<file path="config.mk">
export PLATFORM = sky130hd
export DESIGN_NAME = can_irq_vecgen
export DESIGN_NICKNAME = d
export VERILOG_FILES = /design/src/rtl/can_irq_pkg.sv /design/src/rtl/can_irq_flag_bank.sv /design/src/rtl/can_irq_prio_enc.sv /design/src/rtl/can_irq_req_ctrl.sv /design/src/rtl/can_irq_vecgen.sv
export SDC_FILE = /design/constraint.sdc
export NUM_CORES = 1
export LEC_CHECK = 0
export CORE_MARGIN = 2
export CORE_UTILIZATION = 40
export CTS_CLUSTER_SIZE = 10
export DETAILED_ROUTE_END_ITERATION = 12
export PLACE_DENSITY_LB_ADDON = 0.1
export SYNTH_ARGS = -nofsm -noshare
export SYNTH_HDL_FRONTEND = slang
export SYNTH_SLANG_ARGS = --single-unit
</file>
<file path="constraint.sdc">
create_clock -name clk_i -period 3.5 [get_ports clk_i]
set_input_delay 0.35 -clock clk_i [delete_from_list [all_inputs] [get_ports clk_i]]
set_output_delay 0.35 -clock clk_i [all_outputs]
set_load 0.02 [all_outputs]
</file>
<file path="src/rtl/can_irq_pkg.sv">
package can_irq_pkg;
   localparam int unsigned NUM_STAT   = 3;
   localparam int unsigned ADDR_W     = 2;
   localparam logic [1:0]  A_FLAGS    = 2'd0;
   localparam logic [1:0]  A_MASK     = 2'd1;
   localparam logic [1:0]  A_CFG      = 2'd2;
   localparam int unsigned CFG_LVL_LO = 0;
   localparam int unsigned CFG_BASE_LO = 4;
   localparam int unsigned CFG_EN_LO  = 8;

   typedef enum logic [1:0] {
      SRC_BUSOFF = 2'd0,
      SRC_ERR    = 2'd1,
      SRC_WAKE   = 2'd2
   } stat_src_e;
endpackage

</file>
<file path="src/rtl/can_irq_flag_bank.sv">
module can_irq_flag_bank #(
   parameter int unsigned NUM_BUF = 16
) (
   input  logic               clk_i,
   input  logic               rst_n_i,
   input  logic [NUM_BUF-1:0] evt_i,
   input  logic               rd_hit_i,
   input  logic               wr_hit_i,
   input  logic [NUM_BUF-1:0] wdata_i,
   output logic [NUM_BUF-1:0] flag_o
);
   logic [NUM_BUF-1:0] flag_q;
   logic [NUM_BUF-1:0] armed_q;

   for (genvar i = 0; i < NUM_BUF; i++) begin : g_cell
      logic clr_ok;
      assign clr_ok = wr_hit_i & ~wdata_i[i] & armed_q[i];

      always_ff @(posedge clk_i or negedge rst_n_i) begin
         if (!rst_n_i) begin
            flag_q[i]  <= 1'b0;
            armed_q[i] <= 1'b0;
         end else begin
            if (evt_i[i])    flag_q[i] <= 1'b1;
            else if (clr_ok) flag_q[i] <= 1'b0;

            if (evt_i[i])                  armed_q[i] <= 1'b0;
            else if (wr_hit_i)             armed_q[i] <= 1'b0;
            else if (rd_hit_i && flag_q[i]) armed_q[i] <= 1'b1;
         end
      end
   end

   assign flag_o = flag_q;
endmodule

</file>
<file path="src/rtl/can_irq_prio_enc.sv">
module can_irq_prio_enc #(
   parameter int unsigned NUM_SRC = 19,
   parameter int unsigned CODE_W  = 5
) (
   input  logic [NUM_SRC-1:0] req_i,
   output logic               hit_o,
   output logic [CODE_W-1:0]  code_o
);
   always_comb begin
      hit_o  = 1'b0;
      code_o = '0;
      for (int k = NUM_SRC - 1; k >= 0; k--) begin
         if (req_i[k]) begin
            hit_o  = 1'b1;
            code_o = CODE_W'(k);
         end
      end
   end
endmodule

</file>
<file path="src/rtl/can_irq_req_ctrl.sv">
module can_irq_req_ctrl #(
   parameter int unsigned LEVEL_W = 3,
   parameter int unsigned BASE_W  = 3,
   parameter int unsigned CODE_W  = 5,
   localparam int unsigned NUM_LVL = (1 << LEVEL_W) - 1,
   localparam int unsigned VEC_W   = BASE_W + CODE_W
) (
   input  logic               pend_i,
   input  logic [CODE_W-1:0]  code_i,
   input  logic [LEVEL_W-1:0] level_i,
   input  logic [BASE_W-1:0]  base_i,
   input  logic               iack_valid_i,
   input  logic [LEVEL_W-1:0] iack_level_i,
   input  logic               arb_win_i,
   output logic [NUM_LVL:1]   irq_o,
   output logic               arb_req_o,
   output logic               vec_valid_o,
   output logic [VEC_W-1:0]   vec_o
);
   logic active;
   assign active = pend_i & (level_i != '0);

   for (genvar l = 1; l <= NUM_LVL; l++) begin : g_line
      assign irq_o[l] = active & (level_i == LEVEL_W'(l));
   end

   assign arb_req_o   = active & iack_valid_i & (iack_level_i == level_i);
   assign vec_valid_o = arb_req_o & arb_win_i;
   assign vec_o       = vec_valid_o ? {base_i, code_i} : '0;
endmodule

</file>
<file path="src/rtl/can_irq_vecgen.sv">
module can_irq_vecgen
   import can_irq_pkg::*;
#(
   parameter int unsigned NUM_BUF = 16,
   parameter int unsigned LEVEL_W = 3,
   parameter int unsigned BASE_W  = 3,
   parameter int unsigned CODE_W  = 5,
   parameter int unsigned DATA_W  = 16,
   localparam int unsigned NUM_SRC = NUM_BUF + NUM_STAT,
   localparam int unsigned NUM_LVL = (1 << LEVEL_W) - 1,
   localparam int unsigned VEC_W   = BASE_W + CODE_W
) (
   input  logic               clk_i,
   input  logic               rst_n_i,
   input  logic [NUM_BUF-1:0] buf_done_i,
   input  logic               bus_off_i,
   input  logic               err_i,
   input  logic               wake_i,
   input  logic               reg_rd_i,
   input  logic               reg_wr_i,
   input  logic [ADDR_W-1:0]  reg_addr_i,
   input  logic [DATA_W-1:0]  reg_wdata_i,
   output logic [DATA_W-1:0]  reg_rdata_o,
   output logic [NUM_LVL:1]   irq_o,
   input  logic               iack_valid_i,
   input  logic [LEVEL_W-1:0] iack_level_i,
   input  logic               arb_win_i,
   output logic               arb_req_o,
   output logic               vec_valid_o,
   output logic [VEC_W-1:0]   vec_o
);
   if (NUM_SRC > (1 << CODE_W)) begin : g_bad_code
      $error("CODE_W too narrow for the number of sources");
   end
   if (DATA_W < NUM_BUF || DATA_W < CFG_EN_LO + NUM_STAT) begin : g_bad_data
      $error("DATA_W too narrow for the register fields");
   end
   if (CFG_BASE_LO + BASE_W > CFG_EN_LO || LEVEL_W > CFG_BASE_LO) begin : g_bad_fields
      $error("configuration fields overlap");
   end

   logic [NUM_BUF-1:0] flag_q;
   logic [NUM_BUF-1:0] mask_q;
   logic [DATA_W-1:0]  cfg_q;
   logic               flag_rd_hit;
   logic               flag_wr_hit;
   logic [NUM_SRC-1:0] src_req;
   logic               any_pend;
   logic [CODE_W-1:0]  win_code;
   logic [LEVEL_W-1:0] cfg_level;
   logic [BASE_W-1:0]  cfg_base;
   logic [NUM_STAT-1:0] cfg_en;

   assign flag_rd_hit = reg_rd_i & (reg_addr_i == A_FLAGS);
   assign flag_wr_hit = reg_wr_i & (reg_addr_i == A_FLAGS);

   assign cfg_level = cfg_q[CFG_LVL_LO +: LEVEL_W];
   assign cfg_base  = cfg_q[CFG_BASE_LO +: BASE_W];
   assign cfg_en    = cfg_q[CFG_EN_LO +: NUM_STAT];

   always_ff @(posedge clk_i or negedge rst_n_i) begin
      if (!rst_n_i) begin
         mask_q <= '0;
         cfg_q  <= '0;
      end else if (reg_wr_i) begin
         if (reg_addr_i == A_MASK) mask_q <= reg_wdata_i[NUM_BUF-1:0];
         if (reg_addr_i == A_CFG)  cfg_q  <= reg_wdata_i;
      end
   end

   always_comb begin
      reg_rdata_o = '0;
      case (reg_addr_i)
         A_FLAGS: reg_rdata_o[NUM_BUF-1:0] = flag_q;
         A_MASK:  reg_rdata_o[NUM_BUF-1:0] = mask_q;
         A_CFG:   reg_rdata_o = cfg_q;
         default: reg_rdata_o = '0;
      endcase
   end

   can_irq_flag_bank #(.NUM_BUF(NUM_BUF)) u_flags (
      .clk_i    (clk_i),
      .rst_n_i  (rst_n_i),
      .evt_i    (buf_done_i),
      .rd_hit_i (flag_rd_hit),
      .wr_hit_i (flag_wr_hit),
      .wdata_i  (reg_wdata_i[NUM_BUF-1:0]),
      .flag_o   (flag_q)
   );

   assign src_req[SRC_BUSOFF] = bus_off_i & cfg_en[SRC_BUSOFF];
   assign src_req[SRC_ERR]    = err_i     & cfg_en[SRC_ERR];
   assign src_req[SRC_WAKE]   = wake_i    & cfg_en[SRC_WAKE];
   for (genvar b = 0; b < NUM_BUF; b++) begin : g_bufsrc
      assign src_req[NUM_STAT + b] = flag_q[b] & mask_q[b];
   end

   can_irq_prio_enc #(.NUM_SRC(NUM_SRC), .CODE_W(CODE_W)) u_enc (
      .req_i  (src_req),
      .hit_o  (any_pend),
      .code_o (win_code)
   );

   can_irq_req_ctrl #(.LEVEL_W(LEVEL_W), .BASE_W(BASE_W), .CODE_W(CODE_W)) u_req (
      .pend_i       (any_pend),
      .code_i       (win_code),
      .level_i      (cfg_level),
      .base_i       (cfg_base),
      .iack_valid_i (iack_valid_i),
      .iack_level_i (iack_level_i),
      .arb_win_i    (arb_win_i),
      .irq_o        (irq_o),
      .arb_req_o    (arb_req_o),
      .vec_valid_o  (vec_valid_o),
      .vec_o        (vec_o)
   );
endmodule

</file>
; ---- Word level (Yosys, flattened, before mapping)
; Cells that the tools add are included.
[word_totals]
input_bits = 46
register_bits = 64
[classes]
bitwise = 80
n_reduce_logical = 52
eq_ne = 10
mux = 120
[ops]
columns = operator, n
row1 = 1-bit two-way mux, 99
row2 = 5-bit two-way mux, 19
row3 = 1-bit AND, 64
row4 = 3-bit nonzero test, 17
row5 = 16-bit one-hot mux with 3 select lines, 1
row6 = 2-bit nonzero test, 16
row7 = 1-bit logical AND, 16
row8 = 1-bit inverter, 16
row9 = "3-bit == test, second input constant", 4
row10 = 8-bit two-way mux, 1
row11 = "3-bit by 2-bit == test with 1-bit output, second input constant", 2
row12 = 2-bit AND reduction, 2
row13 = "3-bit by 1-bit == test with 1-bit output, second input constant", 1
row14 = 3-bit == test, 1
row15 = "2-bit by 1-bit == test with 1-bit output, second input constant", 1
row16 = "2-bit == test, second input constant", 1
row17 = 2-bit zero test, 1

; ---- Depth between registers and ports, before layout
; Gate-level depths: netlist of run 1.
[logic_depth]
word_depth = 25
mapped_depth = 7
depth_no_buf = 6

; ---- By module
; A second synthesis of run 1 with hierarchy kept.
[hier_totals]
cells_unflattened = 307
area_unflattened_um2 = 3500.9
[modules_own_cells]
columns = mod, cells_each, n_inst, seq_area_each_um2, area_per_inst_um2
row1 = can_irq_vecgen, 128, 1, 800.8, 1765.4
row2 = can_irq_flag_bank, 101, 1, 800.8, 1242.4
row3 = can_irq_req_ctrl, 40, 1, 0.0, 270.3
row4 = can_irq_prio_enc, 38, 1, 0.0, 222.7

; ---- Least setup slack after synthesis of run 1
; No wires, ideal clock.
[synth_timing]
path_type = reg2out
startpoint = reg cfg_q[0]
endpoint = out vec_o[2]
arrival_time_ns = 1.843
required_ns = 3.150
slack_ns = 1.307
n_path_buf = 1
path_stages_with_launch = 6
path_cell_list = dfrtp_1 -> buf_2 -> xor2_1 -> nor4_2 -> nand3_2 -> nor4_1
[synth_via]
elab_chain_cells = 6
elab_cells_between_ends = 7
classes_between = eq/ne (1) / mux (1) / bitwise (4) / reduce/logical (1)
[synth_rtl]
columns = element, line
row1 = start: declaration, can_irq_vecgen.sv:44  ; logic [DATA_W-1:0] cfg_q;
row2 = start signal: assignment, can_irq_vecgen.sv:67  ; if (reg_addr_i == A_CFG) cfg_q <= reg_wdata_i;
row3 = 3-bit nonzero test, can_irq_req_ctrl.sv:21  ; assign active = pend_i & (level_i != '0);
row4 = 1-bit AND, can_irq_req_ctrl.sv:21
row5 = 1-bit AND, can_irq_req_ctrl.sv:27  ; assign arb_req_o = active & iack_valid_i & (iack_level_i == level_i);
row6 = 1-bit AND (*), can_irq_req_ctrl.sv:27
row7 = 1-bit AND (*), can_irq_req_ctrl.sv:28  ; assign vec_valid_o = arb_req_o & arb_win_i;
row8 = 8-bit two-way mux (*), can_irq_req_ctrl.sv:29  ; assign vec_o = vec_valid_o ? {base_i, code_i} : '0;
row9 = end: declaration, can_irq_vecgen.sv:30  ; output logic [VEC_W-1:0] vec_o
; Every way passes the cells marked *; elsewhere a longest branch is shown, timed or not.

; ---- Worst setup path in the final report of run 1
; Ends and elaborated chain as after synthesis.

==> reports/summary.txt, run 1 <==
Mapped Area: 3270 um^2
Reg power frac: 0.460
Setup TNS: 0 ps
First-pass GRT wire length: 13.9 mm
TritonCTS clock tree: yes
Worst-path fanout max: 8
GRT Util Overall: 0.204
EDFF count, synth: 0
Post-CTS resize count: 0
Critical Path RT: 3150 ps
CP Capture Type: output port
CTS buffer count: 9
Count of unique library cells instantiated by Yosys: 39
Synth top area cells: dfrtp_1 49%, mux2_2 11%, mux2i_1 4.9%, nand3b_1 3.9%, nand2_1 3.6%
Max Buffers Root-to-Sink: 2
Clk slew on worst S/H paths: 70 ps
# clock sinks: 64
Sequential fraction of the synthesis area: 0.489
Switching share of power: 0.310
Nets: 432
Setup repair after global routing missed its margin: no
Power share of the clock group: 0.287
Synth Flop Type: dfrtp_1
Total Routed Length: 8.39 mm
CP bufs+invs: 1
Largest net degree at the start of global routing: 53
Int Power: 1.35 mW
Final period utilization: 0.854
Synth top area share: 0.489
Gate Count Post-Synth: 301
Worst slew pin tran: 667 ps
Tot Pwr: 1.95 mW
Combinational fraction of design power: 0.252
Drt initial violations: 87
Rel. slew slack: 0.556
DR pass1 iterations: 4
Initial antenna violation count: 0
IR Drop Worst-Case VDD: 0.221 mV
CP max stage cell: clkdlybuf4s50_1
Status: finished, final reports clean
Cts hold-fix bufs: 1
Core Area: 7850 um^2
Leading area contributor after synthesis: dfrtp_1
RePlAce Congestion: 0.744
Asr flop ratio synth: 1.00
MaxCap Viol Count: 0
Number of global-route vias before repair: 2715
Final Skew: 5.30 ps
IO Port Bufs: 78
# fillers: 732
Hold Crit Class: primary input to async pin
Die width: 94.5 um
Clk root buf: clkbuf_8
CP top delay family: simple AND/OR/NAND/NOR gates
Die footprint: 8930 um^2
Crit path cell chain: nor2_1, o21a_1, nor4_2, nand3_2, nor4_1, clkdlybuf4s50_1
Crit-path max cell delay: 680 ps
FF+latch count, synth: 64
Final setup viols: 0
Area Overhead vs Synth: 33.4%
Critical Path Source Type: flip-flop
Min Tclk post-route: 2990 ps
Top-Level Pins: 79
Via count: 2679
Synth warn: 0
Psw: 0.604 mW
Syn nets: 347
Routed Antenna Nets: 0
WP data arrival: 2640 ps
Leakage dissipation: 1.75 nW
CP Class: flip-flop to output port
Setup Buffers After CTS: 0
HPWL Detailed: 6.01 mm
Vias per std cell: 5.43
Row count: 32
Share of cells above drive strength 1: 0.182
Post-route DRC: 0
Final hold violation count: 0
Slew Limit Fails: 0
Fmax: 334 MHz
Die Ht: 94.5 um
N_diodes: 0
Overflow after GRT: 0
Avg Synthesized Cell Area: 10.9 um^2
H-tree levels: 3
Pwr Density: 446 nW/um^2
Starting density of the core: 0.417
Worst skew pair latency: 340 ps
WL/cell: 17.0 um
synthesized netlist by cell type (4+ instances only):
| master | n |
|---|---|
| a21o_1 | 15 |
| a21oi_1 | 19 |
| a22o_1 | 8 |
| buf_2 | 10 |
| clkbuf_1 | 4 |
| dfrtp_1 | 64 |
| mux2_2 | 32 |
| mux2i_1 | 16 |
| nand2_1 | 31 |
| nand3b_1 | 17 |
| nor2_1 | 8 |
| nor3_1 | 20 |
| o21ai_0 | 18 |
power by group through the flow:
stage,Clock [mW],Sequential [mW],Combinational [mW]
after detailed placement,0,0.913,0.494
after global routing,0.610,0.911,0.535
after CTS,0.575,0.898,0.497
after global placement,0,0.909,0.490
final,0.560,0.898,0.492
after floorplan,0,0.882,0.306
worst paths after layout:
| path | startpoint | endpoint | slack [ps] | depth (start not counted) |
|---|---|---|---|---|
| max in group asynchronous | rst_n_i | u_flags.armed_q[3] | 2120 | 3 |
| worst min register to register | cfg_q[13] | cfg_q[13] | 510 | 1 |
| worst max-delay path | cfg_q[0] | vec_o[2] | 510 | 6 |
| min in group clk_i | cfg_q[13] | cfg_q[13] | 510 | 1 |
| worst min-delay path | rst_n_i | u_flags.flag_o[1] | 420 | 2 |
| worst max register to register | cfg_q[0] | cfg_q[0] | 2620 | 1 |
layer usage:
layer	wire [um]	vias up	share of wire	GRT usage
li1	-	1283	-	-
met1	4010	1330	0.48	0.277
met2	3880	60	0.46	0.329
met3	405	6	0.048	0.0423
met4	87	0	0.010	0.0628
met5	0	-	0	0
state kept, by name (all words and copies together), names as in the netlist:
name,cells
u_flags.flag_o,16
mask_q,16
cfg_q,16
u_flags.armed_q,16
final cells by class:
type | instances | area [um^2] | area share
clock buffers | 10 | 138 | 0.0315
flip-flops and latches | 64 | 1600 | 0.367
repair buffers | 88 | 853 | 0.195
multi-input cells | 220 | 1600 | 0.367
inverters | 3 | 11.3 | 0.00258
well taps | 102 | 128 | 0.0292
clock inverters | 6 | 35.0 | 0.00802
through the flow:
stage	setup slack, ps	cell area (um^2)	hold slack, ps	utilization	std cells
CTS	475	4370	413	0.557	493
detailed placement	556	4190	251	0.533	476
global route	315	4370	446	0.557	493
finish	509	4370	417	0.557	493
global placement	613	4190	246	0.533	476
floorplan	1310	3270	54.4	-	301
kinds of logic after synthesis:
kind of cell | count (synthesis) | synth area share
xor+xnor | 2 | 0.00535
simple gates | 97 | 0.175
flops | 64 | 0.489
buf+inv | 17 | 0.0233
compound gates | 73 | 0.148
mux | 48 | 0.159
cells in the final DEF, fill, tap and decap left out, types with 3 or more instances in the layout:
cell             count
nand3b_1            17
and2_1               3
nand2_1             31
o21ai_0             18
clkinv_2             4
clkbuf_8            10
clkdlybuf4s50_1     77
buf_4                9
a21oi_1             19
nor3_1              20
dfrtp_1             64
a21o_1              15
a22o_1               8
mux2_2              32
nor2_1               8
mux2i_1             16
a32oi_1              3
No activity file was read; power rests on OpenSTA's default activity.
==> run 2, diff against run 1 <==
--- a/config.mk
+++ b/config.mk
@@ -5,11 +5,14 @@
 export SDC_FILE = /design/constraint.sdc
 export NUM_CORES = 1
 export LEC_CHECK = 0
+export CELL_PAD_IN_SITES_DETAIL_PLACEMENT = 1
+export CELL_PAD_IN_SITES_GLOBAL_PLACEMENT = 2
 export CORE_MARGIN = 2
-export CORE_UTILIZATION = 40
+export CORE_UTILIZATION = 34
 export CTS_CLUSTER_SIZE = 10
 export DETAILED_ROUTE_END_ITERATION = 12
 export PLACE_DENSITY_LB_ADDON = 0.1
+export REMOVE_ABC_BUFFERS = 1
 export SYNTH_ARGS = -nofsm -noshare
 export SYNTH_HDL_FRONTEND = slang
 export SYNTH_SLANG_ARGS = --single-unit
==> run 2 against run 1 <==
  * Core utilization down 7.7 points
  * Global-route usage shrank 0.94 points
  * Total power increased by 9.3%
  * Non-clock buffer count unchanged
  * Final cell count rose by 5.5%
  * Clock power up 31%
  * Via count rose by 0.78%
  * Highest routed layer unchanged
  * Critical path depth unchanged
  * Clock skew is 1.0 ps higher
  * Hold slack lost 190 ps
  * Maximum frequency is 5.4% lower
==> reports/summary.txt, run 2 (synthesis results as in run 1) <==
Overflow after GRT: 0 (unchanged)
Area Overhead vs Synth: 36.1%
RePlAce Congestion: 0.749 (+0.69%)
Die width: 102 um (+8.1%)
Most frequent cells in the layout: 77 x clkdlybuf4s50_1, 64 x dfrtp_1, 32 x mux2_2
Critical Path Source Type: flip-flop
# clock sinks: 64 (unchanged)
HPWL Detailed: 6.73 mm (+12%)
Final setup viols: 0 (unchanged)
Worst slew pin tran: 1120 ps (+450 ps)
Combinational fraction of design power: 0.236 (-0.016)
N_diodes: 0 (unchanged)
H-tree levels: 3 (unchanged)
Worst slack at placement: 514 ps (-42.9 ps)
Slew Limit Fails: 0 (unchanged)
R2R cell count: 1 (unchanged)
Final hold violation count: 0 (unchanged)
Number of global-route vias before repair: 2921 (+7.6%)
Clk root buf: clkbuf_8
Cts hold-fix bufs: 0 (-1)
Post-route DRC: 0 (unchanged)
Drt initial violations: 62 (-29%)
Critical Path RT: 3150 ps (about the same)
CTS buffer count: 9 (unchanged)
Die footprint: 10400 um^2 (+17%)
TritonCTS clock tree: yes
Reg power frac: 0.421 (-0.039)
Row count: 35 (+9.4%)
Reg2reg start: cfg_q[0]
IR Drop Worst-Case VDD: 0.229 mV (+3.4%)
Worst skew pair latency: 340 ps (about the same)
Total Routed Length: 9.41 mm (+12%)
Vias per std cell: 5.19 (-4.4%)
Power share of the clock group: 0.343 (+0.056)
Switching share of power: 0.290 (-0.0199)
Share of cells above drive strength 1: 0.184 (+0.00256)
Leakage dissipation: 1.78 nW (+1.8%)
CP Launch Point: cfg_q[1]
DR pass1 iterations: 4 (unchanged)
Final Skew: 6.34 ps (+1.03 ps)
Worst-path fanout max: 8 (unchanged)
Core Area: 9280 um^2 (+18%)
Pwr Density: 478 nW/um^2 (+7.2%)
GRT Util Overall: 0.194 (-0.00939)
Starting density of the core: 0.353 (-0.0646)
Via count: 2700 (+0.78%)
First-pass GRT wire length: 15.2 mm (+9.3%)
Final period utilization: 0.903 (+0.0483)
Int Power: 1.52 mW (+12%)
Hold Crit Class: primary input to async pin
Fmax: 316 MHz (-5.4%)
CP Capture Type: output port
Clk slew on worst S/H paths: 70 ps (about the same)
Status: finished, final reports clean
Leading cell type in the layout, fill and taps excluded: clkdlybuf4s50_1
Nets: 432 (unchanged)
Setup TNS: 0 ps (unchanged)
Largest net degree at the start of global routing: 49 (-7.5%)
R2r setup slk: 2620 ps (about the same)
MaxCap Viol Count: 0 (unchanged)
Setup Buffers After CTS: 0 (unchanged)
WP data arrival: 2810 ps (+170 ps)
Post-CTS resize count: 0 (unchanged)
Routed Antenna Nets: 0 (unchanged)
Setup repair after global routing missed its margin: no
Max Buffers Root-to-Sink: 2 (unchanged)
Psw: 0.618 mW (+2.3%)
IO Port Bufs: 78 (unchanged)
CP Class: flip-flop to output port
Top-Level Pins: 79 (unchanged)
WL/cell: 18.1 um (+6.3%)
Rel. slew slack: 0.256 (-0.300)
Die Ht: 102 um (+8.1%)
Reg2reg end: cfg_q[0]
Min Tclk post-route: 3160 ps (+169 ps)
# fillers: 1050 (+43%)
Final Worst Setup Slack: 340 ps (-169 ps)
Initial antenna violation count: 0 (unchanged)
run 2: changes by cell type in the layout (fill, tap and decap cells not counted), sizes merged:
cell	delta
bufinv	+2
buf	+1
clkinvlp	-2
clkbuf	+1
clkinv	-1
dlygate4sd3	-1
run 2: cell type report:
class,instances,area [um^2],share of cell area
multi-input combinational,220,1600,0.360
sequential,64,1600,0.359
inverter,3,11.3,0.00253
clock buffer,11,151,0.0340
clock inverter,5,78.8,0.0177
timing repair buffer,88,851,0.191
tap,129,161,0.0362
run 2: worst max-delay path by stage:
stage | to | cells past startpoint
2_1_floorplan | vec_o[2] | 5
3_3_place_gp | vec_o[6] | 8
3_5_place_dp | vec_o[6] | 8
4_1_cts | vec_o[2] | 6
5_1_grt | vec_o[2] | 6
6_report | vec_o[2] | 6
run 2: per-layer routing:
metal	global-route usage	wire length, um
met3	0.0335	343
met2	0.324	4420
met5	0	0
met4	0.0615	121
met1	0.258	4520
run 2: power by group through the flow:
stage,Sequential [mW],Clock (mW),Combinational [mW]
after floorplan,0.888,0,0.286
after global placement,0.909,0,0.501
after detailed placement,0.912,0,0.508
after CTS,0.898,0.753,0.512
after global routing,0.915,0.780,0.553
final,0.899,0.731,0.503
run 2: worst max-delay path: stages (launching register included):
cell	delay [ps]
dfrtp_1	490
nor2_1	90
o21a_1	180
nor4_2	310
nand3_2	250
nor4_1	470
clkdlybuf4s50_1	700
run 2: stage by stage:
stage / cell area [um^2] / hold slack, ps / cells / total power [mW] / util
6_report: 4460 / 223 / 520 / 2.13 / 0.480
5_1_grt: 4460 / 299 / 520 / 2.25 / 0.480
4_1_cts: 4460 / 247 / 520 / 2.16 / 0.480
3_5_place_dp: 4230 / 493 / 504 / 1.42 / 0.455
3_3_place_gp: 4230 / 487 / 504 / 1.41 / 0.455
2_1_floorplan: 3210 / 54.4 / 287 / 1.17 / -
==> run 3, diff against run 2 <==
--- a/config.mk
+++ b/config.mk
@@ -9,7 +9,6 @@
 export CELL_PAD_IN_SITES_GLOBAL_PLACEMENT = 2
 export CORE_MARGIN = 2
 export CORE_UTILIZATION = 34
-export CTS_CLUSTER_SIZE = 10
 export DETAILED_ROUTE_END_ITERATION = 12
 export PLACE_DENSITY_LB_ADDON = 0.1
 export REMOVE_ABC_BUFFERS = 1
==> results of run 3 <==
Final layout, timing and power as in run 2 (identical DEF).
